<file path="src/rtl/pce_pkg.sv">
package pce_pkg;

    localparam int COMP_W = 8;
    localparam int LEN_W  = 4;
    localparam int OFS_W  = 5;
    localparam int NCHAN  = 3;

    localparam logic [1:0] ADDR_RED   = 2'd0;
    localparam logic [1:0] ADDR_GREEN = 2'd1;
    localparam logic [1:0] ADDR_BLUE  = 2'd2;
    localparam logic [1:0] ADDR_FMT   = 2'd3;

    localparam int FMT_LSB = 3;

    typedef struct packed {
        logic [COMP_W-1:0] dflt;
        logic [LEN_W-1:0]  len;
        logic [OFS_W-1:0]  ofs;
    } chan_sel_t;

    function automatic chan_sel_t decode_sel(input logic [31:0] w);
        chan_sel_t s;
        s.dflt = w[23:16];
        s.len  = w[11:8];
        s.ofs  = w[4:0];
        return s;
    endfunction

endpackage

</file>
<file path="src/rtl/pce_cfg_regs.sv">
module pce_cfg_regs
    import pce_pkg::*;
#(
    parameter int PIX_W = 32,
    localparam int BYTES = PIX_W / 8,
    localparam int BPP_W = $clog2(BYTES)
) (
    input  logic                  clk,
    input  logic                  rst_n,
    input  logic                  we,
    input  logic [1:0]            addr,
    input  logic [31:0]           wdata,
    output chan_sel_t [NCHAN-1:0] sel_q,
    output logic [BPP_W-1:0]      bpm1_q
);

    typedef struct packed {
        chan_sel_t [NCHAN-1:0] sel;
        logic [BPP_W-1:0]      bpm1;
    } cfg_t;

    cfg_t cfg_d, cfg_q;

    logic unused_wdata;
    assign unused_wdata = ^{wdata[31:24], wdata[15:12], wdata[7:5]};

    always_comb begin
        cfg_d = cfg_q;
        if (we) begin
            case (addr)
                ADDR_RED:   cfg_d.sel[0] = decode_sel(wdata);
                ADDR_GREEN: cfg_d.sel[1] = decode_sel(wdata);
                ADDR_BLUE:  cfg_d.sel[2] = decode_sel(wdata);
                ADDR_FMT:   cfg_d.bpm1   = wdata[FMT_LSB +: BPP_W];
                default:    cfg_d = cfg_q;
            endcase
        end
    end

    always_ff @(posedge clk or negedge rst_n) begin
        if (!rst_n) begin
            cfg_q.sel  <= '0;
            cfg_q.bpm1 <= BPP_W'(BYTES - 1);
        end else begin
            cfg_q <= cfg_d;
        end
    end

    assign sel_q  = cfg_q.sel;
    assign bpm1_q = cfg_q.bpm1;

endmodule

</file>
<file path="src/rtl/pce_byte_mask.sv">
module pce_byte_mask #(
    parameter int PIX_W = 32,
    localparam int BYTES = PIX_W / 8,
    localparam int BPP_W = $clog2(BYTES)
) (
    input  logic [BPP_W-1:0] bpm1,
    input  logic [PIX_W-1:0] word_in,
    output logic [PIX_W-1:0] word_out
);

    for (genvar b = 0; b < BYTES; b++) begin : g_byte
        logic keep;
        assign keep = (BPP_W'(b) <= bpm1);
        assign word_out[8*b +: 8] = keep ? word_in[8*b +: 8] : 8'h00;
    end

endmodule

</file>
<file path="src/rtl/pce_chan.sv">
module pce_chan
    import pce_pkg::*;
#(
    parameter int PIX_W = 32,
    localparam int FLD_W = 1 << LEN_W
) (
    input  logic [PIX_W-1:0]  word,
    input  chan_sel_t         sel,
    input  logic              force_dflt,
    output logic [COMP_W-1:0] comp
);

    logic [FLD_W-1:0]  fmask;
    logic [FLD_W-1:0]  field;
    logic [FLD_W-1:0]  wide;
    logic [COMP_W-1:0] rep;
    logic [LEN_W-1:0]  k;

    always_comb begin
        fmask = FLD_W'(({{FLD_W{1'b0}}, 1'b1} << sel.len) - 1'b1);
        field = FLD_W'(word >> sel.ofs) & fmask;
        wide  = field >> (sel.len - LEN_W'(COMP_W));

        rep = '0;
        k   = sel.len - 1'b1;
        for (int i = COMP_W - 1; i >= 0; i--) begin
            rep[i] = field[k];
            k = (k == '0) ? (sel.len - 1'b1) : (k - 1'b1);
        end

        if (force_dflt || sel.len == '0) begin
            comp = sel.dflt;
        end else if (sel.len >= LEN_W'(COMP_W)) begin
            comp = wide[COMP_W-1:0];
        end else begin
            comp = rep;
        end
    end

    logic unused_wide;
    assign unused_wide = ^wide[FLD_W-1:COMP_W];

endmodule

</file>
<file path="src/rtl/pix_comp_extract.sv">
module pix_comp_extract
    import pce_pkg::*;
#(
    parameter int PIX_W = 32,
    localparam int BYTES = PIX_W / 8,
    localparam int BPP_W = $clog2(BYTES)
) (
    input  logic              clk,
    input  logic              rst_n,
    input  logic              cfg_we,
    input  logic [1:0]        cfg_addr,
    input  logic [31:0]       cfg_wdata,
    input  logic              pix_valid,
    input  logic [PIX_W-1:0]  pix_word,
    input  logic              pix_visible,
    input  logic              pix_underrun,
    output logic              out_valid,
    output logic [COMP_W-1:0] out_red,
    output logic [COMP_W-1:0] out_green,
    output logic [COMP_W-1:0] out_blue
);

    typedef struct packed {
        logic                          vld;
        logic [NCHAN-1:0][COMP_W-1:0]  comp;
    } out_t;

    chan_sel_t [NCHAN-1:0]        sel_q;
    logic [BPP_W-1:0]             bpm1_q;
    logic [PIX_W-1:0]             masked;
    logic [NCHAN-1:0][COMP_W-1:0] comp_c;
    logic                         force_dflt;
    out_t                         out_d, out_q;

    pce_cfg_regs #(.PIX_W(PIX_W)) u_regs (
        .clk    (clk),
        .rst_n  (rst_n),
        .we     (cfg_we),
        .addr   (cfg_addr),
        .wdata  (cfg_wdata),
        .sel_q  (sel_q),
        .bpm1_q (bpm1_q)
    );

    pce_byte_mask #(.PIX_W(PIX_W)) u_mask (
        .bpm1     (bpm1_q),
        .word_in  (pix_word),
        .word_out (masked)
    );

    assign force_dflt = !pix_visible || pix_underrun;

    for (genvar c = 0; c < NCHAN; c++) begin : g_chan
        pce_chan #(.PIX_W(PIX_W)) u_chan (
            .word       (masked),
            .sel        (sel_q[c]),
            .force_dflt (force_dflt),
            .comp       (comp_c[c])
        );
    end

    always_comb begin
        out_d      = out_q;
        out_d.vld  = pix_valid;
        out_d.comp = comp_c;
    end

    always_ff @(posedge clk or negedge rst_n) begin
        if (!rst_n) begin
            out_q <= '0;
        end else begin
            out_q <= out_d;
        end
    end

    assign out_valid = out_q.vld;
    assign out_red   = out_q.comp[0];
    assign out_green = out_q.comp[1];
    assign out_blue  = out_q.comp[2];

endmodule

</file>
<file path="config.mk">
export PLATFORM = sky130hd
export DESIGN_NAME = pix_comp_extract
export DESIGN_NICKNAME = d
export VERILOG_FILES = /design/src/rtl/pce_pkg.sv /design/src/rtl/pce_cfg_regs.sv /design/src/rtl/pce_byte_mask.sv /design/src/rtl/pce_chan.sv /design/src/rtl/pix_comp_extract.sv
export SDC_FILE = /design/constraint.sdc
export NUM_CORES = 1
export LEC_CHECK = 0
export BUFFER_PORTS_ARGS = -buffer_cell sky130_fd_sc_hd__buf_2
export CORE_ASPECT_RATIO = 0.6
export CORE_MARGIN = 5
export CORE_UTILIZATION = 45
export DETAILED_ROUTE_END_ITERATION = 16
export PLACE_DENSITY_LB_ADDON = 0.2
export SKIP_CTS_REPAIR_TIMING = 1
export SLEW_MARGIN = 20
export SYNTH_ARGS = -nofsm -noshare
export SYNTH_HDL_FRONTEND = slang
export SYNTH_SLANG_ARGS = --single-unit
</file>
<file path="constraint.sdc">
create_clock -name clk -period 18.7 [get_ports clk]
set_clock_uncertainty 0.2 [all_clocks]
set_input_delay 1.87 -clock clk [delete_from_list [all_inputs] [get_ports clk]]
set_output_delay 1.87 -clock clk [all_outputs]
set_load 0.05 [all_outputs]
</file>
After elaboration in Yosys (flattened, before gate mapping)
Cells that the tools add are included.
W data, S select, Z words.
{"block": "totals", "reg_bits": 78, "output_inout_bits": 25, "input_bits": 72, "elab_cells": 203}
{"block": "op_classes", "order_cmp": 31, "shifts": 9, "addsub": 30, "reduce_logical": 34, "bitwise": 3, "muxes": 79, "n_eq_ne": 3}
{"operator": "$lt A4 B5 Y1 const B", "n": 24}
{"operator": "$bmux W1 S4", "n": 24}
{"operator": "$logic_not A4 Y1", "n": 24}
{"operator": "$shr A32 B5 Y16", "n": 3}
{"operator": "$sub A4 B1 Y4 const B", "n": 24}
{"operator": "$mux W4", "n": 21}
{"operator": "$mux W8", "n": 10}
{"operator": "$and A16 B16 Y16", "n": 3}
{"operator": "$shl A1 B4 Y16 const A", "n": 3}
{"operator": "$shr A16 B4 Y8", "n": 3}
{"operator": "$sub A16 B1 Y16 const B", "n": 3}
{"operator": "$mux W1", "n": 24}
{"operator": "$ge A4 B4 Y1 const B", "n": 3}
{"operator": "$sub A4 B4 Y4 const B", "n": 3}
{"operator": "$reduce_and A2 Y1", "n": 4}
{"operator": "$eq A2 B2 Y1 const B", "n": 2}
{"operator": "$le A1 B2 Y1 const A", "n": 2}
{"operator": "$le A2 B2 Y1 const A", "n": 2}
{"operator": "$logic_or A1 B1 Y1", "n": 4}
{"operator": "$eq A2 B1 Y1 const B", "n": 1}
{"operator": "$logic_not A2 Y1", "n": 1}
{"operator": "$logic_not A1 Y1", "n": 1}

Longest topological paths before layout
{"block": "logic_depth", "word_depth": 19, "mapped_depth": 37, "mapped_depth_nobuf": 28}

Cells and area by module
A second synthesis with hierarchy kept.
{"block": "unflattened", "cells_unflattened": 2209, "hier_area_um2": 17435.5}
{"mod": "pce_chan (g_chan[1].u_chan)", "instances": 1, "seq_area_each_um2": 0.0, "area_per_inst_um2": 4908.5, "cells_each": 688}
{"mod": "pce_chan (g_chan[2].u_chan)", "instances": 1, "seq_area_each_um2": 0.0, "area_per_inst_um2": 4894.7, "cells_each": 679}
{"mod": "pce_chan (g_chan[0].u_chan)", "instances": 1, "seq_area_each_um2": 0.0, "area_per_inst_um2": 4744.6, "cells_each": 668}
{"mod": "pce_cfg_regs", "instances": 1, "seq_area_each_um2": 1328.8, "area_per_inst_um2": 2004.4, "cells_each": 113}
{"mod": "pix_comp_extract", "instances": 1, "seq_area_each_um2": 625.6, "area_per_inst_um2": 631.9, "cells_each": 26}
{"mod": "pce_byte_mask", "instances": 1, "seq_area_each_um2": 0.0, "area_per_inst_um2": 251.5, "cells_each": 35}

Least setup slack after synthesis
Ideal clock, no wire load.
{"block": "synth_path", "path_type": "register -> register", "start": "register u_regs.sel_q[39] (netlist name)", "end": "register out_q (netlist bit out_blue[0])", "setup_time_ns": 0.082, "t_required_ns": 18.418, "slack_ns": 10.795, "arrival_ns": 7.623, "path_buffers": 8, "path_stages_with_launch": 35, "synth_period_minus_slack_ns": 7.905, "path_cell_list": "dfrtp_1 clkbuf_1 clkinv_1 buf_1 ha_1 ha_1 clkbuf_1 clkbuf_1 buf_1 nand3_1 o21ai_0 nand2_1 nand2_1 ha_1 buf_1 nand3b_1 a21oi_1 o21ai_0 o221ai_2 o31a_1 buf_6 a211oi_2 a22oi_2 nand2b_4 o31a_1 buf_6 inv_1 ha_1 nand4_2 mux2i_4 mux2_1 a221o_1 mux2i_1 nand3_1 a31oi_1"}
{"item": "end signal, assigned", "line": "pix_comp_extract.sv:72", "text": "out_q <= out_d;"}
{"item": "end, declared", "line": "pix_comp_extract.sv:33", "text": "out_t out_d, out_q;"}

==> summary.md <==
| Metric | Value |
|---|---|
| Worst skew pair latency | 0.35 ns |
| Hold WS | about 0.28 ns |
| Post-synth cell types | around 110 |
| Leakage | just under 0.007 uW |
| Seq/Total Area, Yosys | 0.118 |
| CTS tree | yes |
| GRT Total Usage | 0.294 |
| Htree depth | 3 |
| Placed Cells | 2629 |
| Peak supply drop | ~85 uV |
| Largest stage delay, worst path | ~0.76 ns |
| Num CTS Buffers | 9 |
| Status | finished clean |
| Critical Path RT | 18.73 ns |
| Gpl congestion | roughly 0.97 |
| Vias in the first global route | ~16k |
| PwrDens | ~170 nW/um^2 |
| First-pass GRT wire length | 96.5 mm |
| Syn Inst Count | ~2.2k |
| Diode count | 0 |
| Synth-to-layout area growth | 4.99% |
| Avg Synthesized Cell Area | around 7.4 sq um |
| Die W | roughly 260 um |
| Final Cell Area | 17400 sq um |
| Initial antenna violation count | 0 |
| # port buffers | between 80 and 90 |
| Placed cell area | approximately 17000 sq um |
| Most common cell after layout, fill and taps aside | nor2_1 |
| Relative slew margins | 0.211 |
| Crit-path slowest cell | o21ai_1 |
| # DRC | 0 |
| Fin crit period | approximately 9.8 ns |
| Congestion Overflow GR | 0 |
| Post-route ant nets | 0 |
| Layout cell share with drive strength beyond 1 | 0.165 |
| Die area | slightly above 40000 sq um |
| RSZ-0062 raised after global routing | false |
| Non-filler instance count after layout | roughly 2.6k |
| Post-synth EDFFs | 0 |
| Max Cap Viol | 0 |
| Detailed router's first-iteration violation count | between 2k and 2.5k |
| Final hold vios | 0 |
| Via Count | ~18k |
| CP arrival | roughly 9.8 ns |
| Commonest non-fill, non-tap cells in the layout | nor2_1 (246), nand2_1 (234), o21ai_0 (174) |
| Core area | around 36000 sq um |
| Routed vias/inst | between 6 and 7 |
| Worst-path clk slew | roughly 0.07 ns |
| Largest net degree at the start of global routing | about 70 |
| Synth Cell Area | between 15000 and 20000 sq um |
| Nets | between 2k and 2.5k |
| Yosys reg bits | 78 |
| Tightest Pin Transition | between 1 and 1.5 ns |
| Type of the worst setup path | reg2reg |
| Hold Path Class | reg2reg |
| Top cell by count, worst path | ha_1 |
| Placed wire-length estimate | about 47 mm |
| Main flop type after synthesis | dfrtp_1 |
| Final period util | 0.522 |
| Yosys Warn Count | 0 |
| Initial Utilization | 0.456 |
| Chip Height | around 160 um |
| WL final | between 60 and 70 mm |
| Post-Syn Nets | around 2.3k |
| Num ports | 97 |
| TritonRoute pass-1 iters | 6 |
| CP Launch Type | flip-flop |
| Finish-stage setup viols | 0 |
| Root Driver | clkbuf_16 |
| Crit. End Element | flip-flop |
| Wirelength per Cell | 23.6 um |
| Clock Tree Buf Depth | 2 |
| Final max-slew violation count | 0 |
| Row count | 54 |
| Crit path max fanout | 26 |
| Fmax | approximately 0.10 GHz |
| Setup TNS | 0 ns |
| Sink Count | 78 |
| Post-synthesis async set-or-reset flop share | 1.00 |
## logic make-up (layout without fill, tap and decap cells)
group,count (synthesis),after routing,share of synthesized area
fa+ha+maj,32,32,0.0241
buf+inv,261,201,0.0641
simple gates,749,749,0.208
xor+xnor,35,35,0.0185
compound gates,759,759,0.306
flops,78,78,0.118
mux,316,316,0.262
## flip-flops by register name, indices dropped and copies added, names as in the netlist
register	count
out_blue	8
out_green	8
out_red	8
u_regs.sel_q	51
out_valid	1
u_regs.bpm1_q	2
## cells in the mapped netlist (all sizes together), types with 6 or more instances
library cell / count / area share
a211o: 18 / 0.0095
o211a: 12 / 0.0072
a311oi: 10 / 0.0063
nor2b: 20 / 0.0075
inv: 52 / 0.012
xnor2: 25 / 0.013
nor3: 39 / 0.012
or3: 11 / 0.0042
o31ai: 11 / 0.0053
nand3: 68 / 0.021
and3: 19 / 0.0072
nor3b: 9 / 0.0041
clkbuf: 142 / 0.032
nand3b: 11 / 0.0050
clkinv: 10 / 0.0023
o2111ai: 7 / 0.0037
a31oi: 24 / 0.011
or2: 13 / 0.0049
nor4: 8 / 0.0038
nand2b: 23 / 0.0091
nand4: 9 / 0.0038
o22ai: 29 / 0.011
a21oi: 173 / 0.052
a2111oi: 6 / 0.0040
o21ai: 191 / 0.058
a22o: 6 / 0.0032
mux2: 85 / 0.058
o31a: 10 / 0.0053
o21a: 20 / 0.0091
o221ai: 6 / 0.0035
a32o: 7 / 0.0042
nor2: 247 / 0.056
mux4: 84 / 0.11
xor2: 10 / 0.0053
a211oi: 68 / 0.031
ha: 32 / 0.024
and2: 20 / 0.0077
a21o: 22 / 0.010
nand2: 234 / 0.053
mux2i: 147 / 0.090
buf: 57 / 0.018
o211ai: 71 / 0.032
dfrtp: 76 / 0.11
## per-layer routing
layer,up-vias,share of wire,global-route usage,wire length (um)
li1,8314,-,-,-
met1,8613,0.46,0.463,28700
met2,1176,0.39,0.391,24300
met3,81,0.14,0.0951,8650
met4,0,0.015,0.0467,941
met5,-,0,0,0
## where the power goes
| group | leakage [uW] | internal [uW] | switching, uW |
|---|---|---|---|
| sequential | 0.000924 | 208 | 67.7 |
| combinational | 0.00569 | 947 | 1620 |
| clock | 0.000146 | 117 | 70.8 |
| total | 0.00676 | 1270 | 1760 |
## stage by stage
step | total power (uW) | util | worst slack [ns]
4_1_cts | 2960 | 0.479 | 9.15
3_3_place_gp | 2710 | 0.470 | 9.42
3_5_place_dp | 2760 | 0.470 | 9.15
5_1_grt | 3250 | 0.479 | 8.29
6_report | 3030 | 0.479 | 8.93
2_1_floorplan | 2200 | - | 10.79
## worst max-delay path: cells and delay by family (launching register included)
| kind | cells | cell delay (ns) |
|---|---|---|
| and+or+nand+nor | 4 | 1.15 |
| adders and majority gates | 4 | 1.48 |
| buffers and inverters | 6 | 1.39 |
| AOI/OAI and AO/OA | 12 | 3.94 |
| DFF | 1 | 0.32 |
| muxes | 2 | 1.14 |
## path summary, 6_finish.rpt
check,start,endpoint,slack (ns),depth (start not counted)
worst max-delay path,u_regs.sel_q[23],out_green[0],8.93,28
worst min-delay path,u_regs.sel_q[48],out_blue[5],0.28,2
worst max register to register,u_regs.sel_q[23],out_green[0],8.93,28
worst min register to register,u_regs.sel_q[48],out_blue[5],0.28,2
max in group asynchronous,rst_n,u_regs.sel_q[0],16.00,2
min in group asynchronous,rst_n,u_regs.sel_q[47],1.19,1
## layout make-up
class                           instances  area (sq um)
Clock buffer                           11           233
Clock inverter                          5          83.8
Fill cell                            3585         18900
Inverter                               62           233
Multi-Input combinational cell       1891         13600
Sequential cell                        78          1960
Tap cell                              476           596
Timing Repair Buffer                  123           723
No activity file was read; power rests on OpenSTA's default activity.
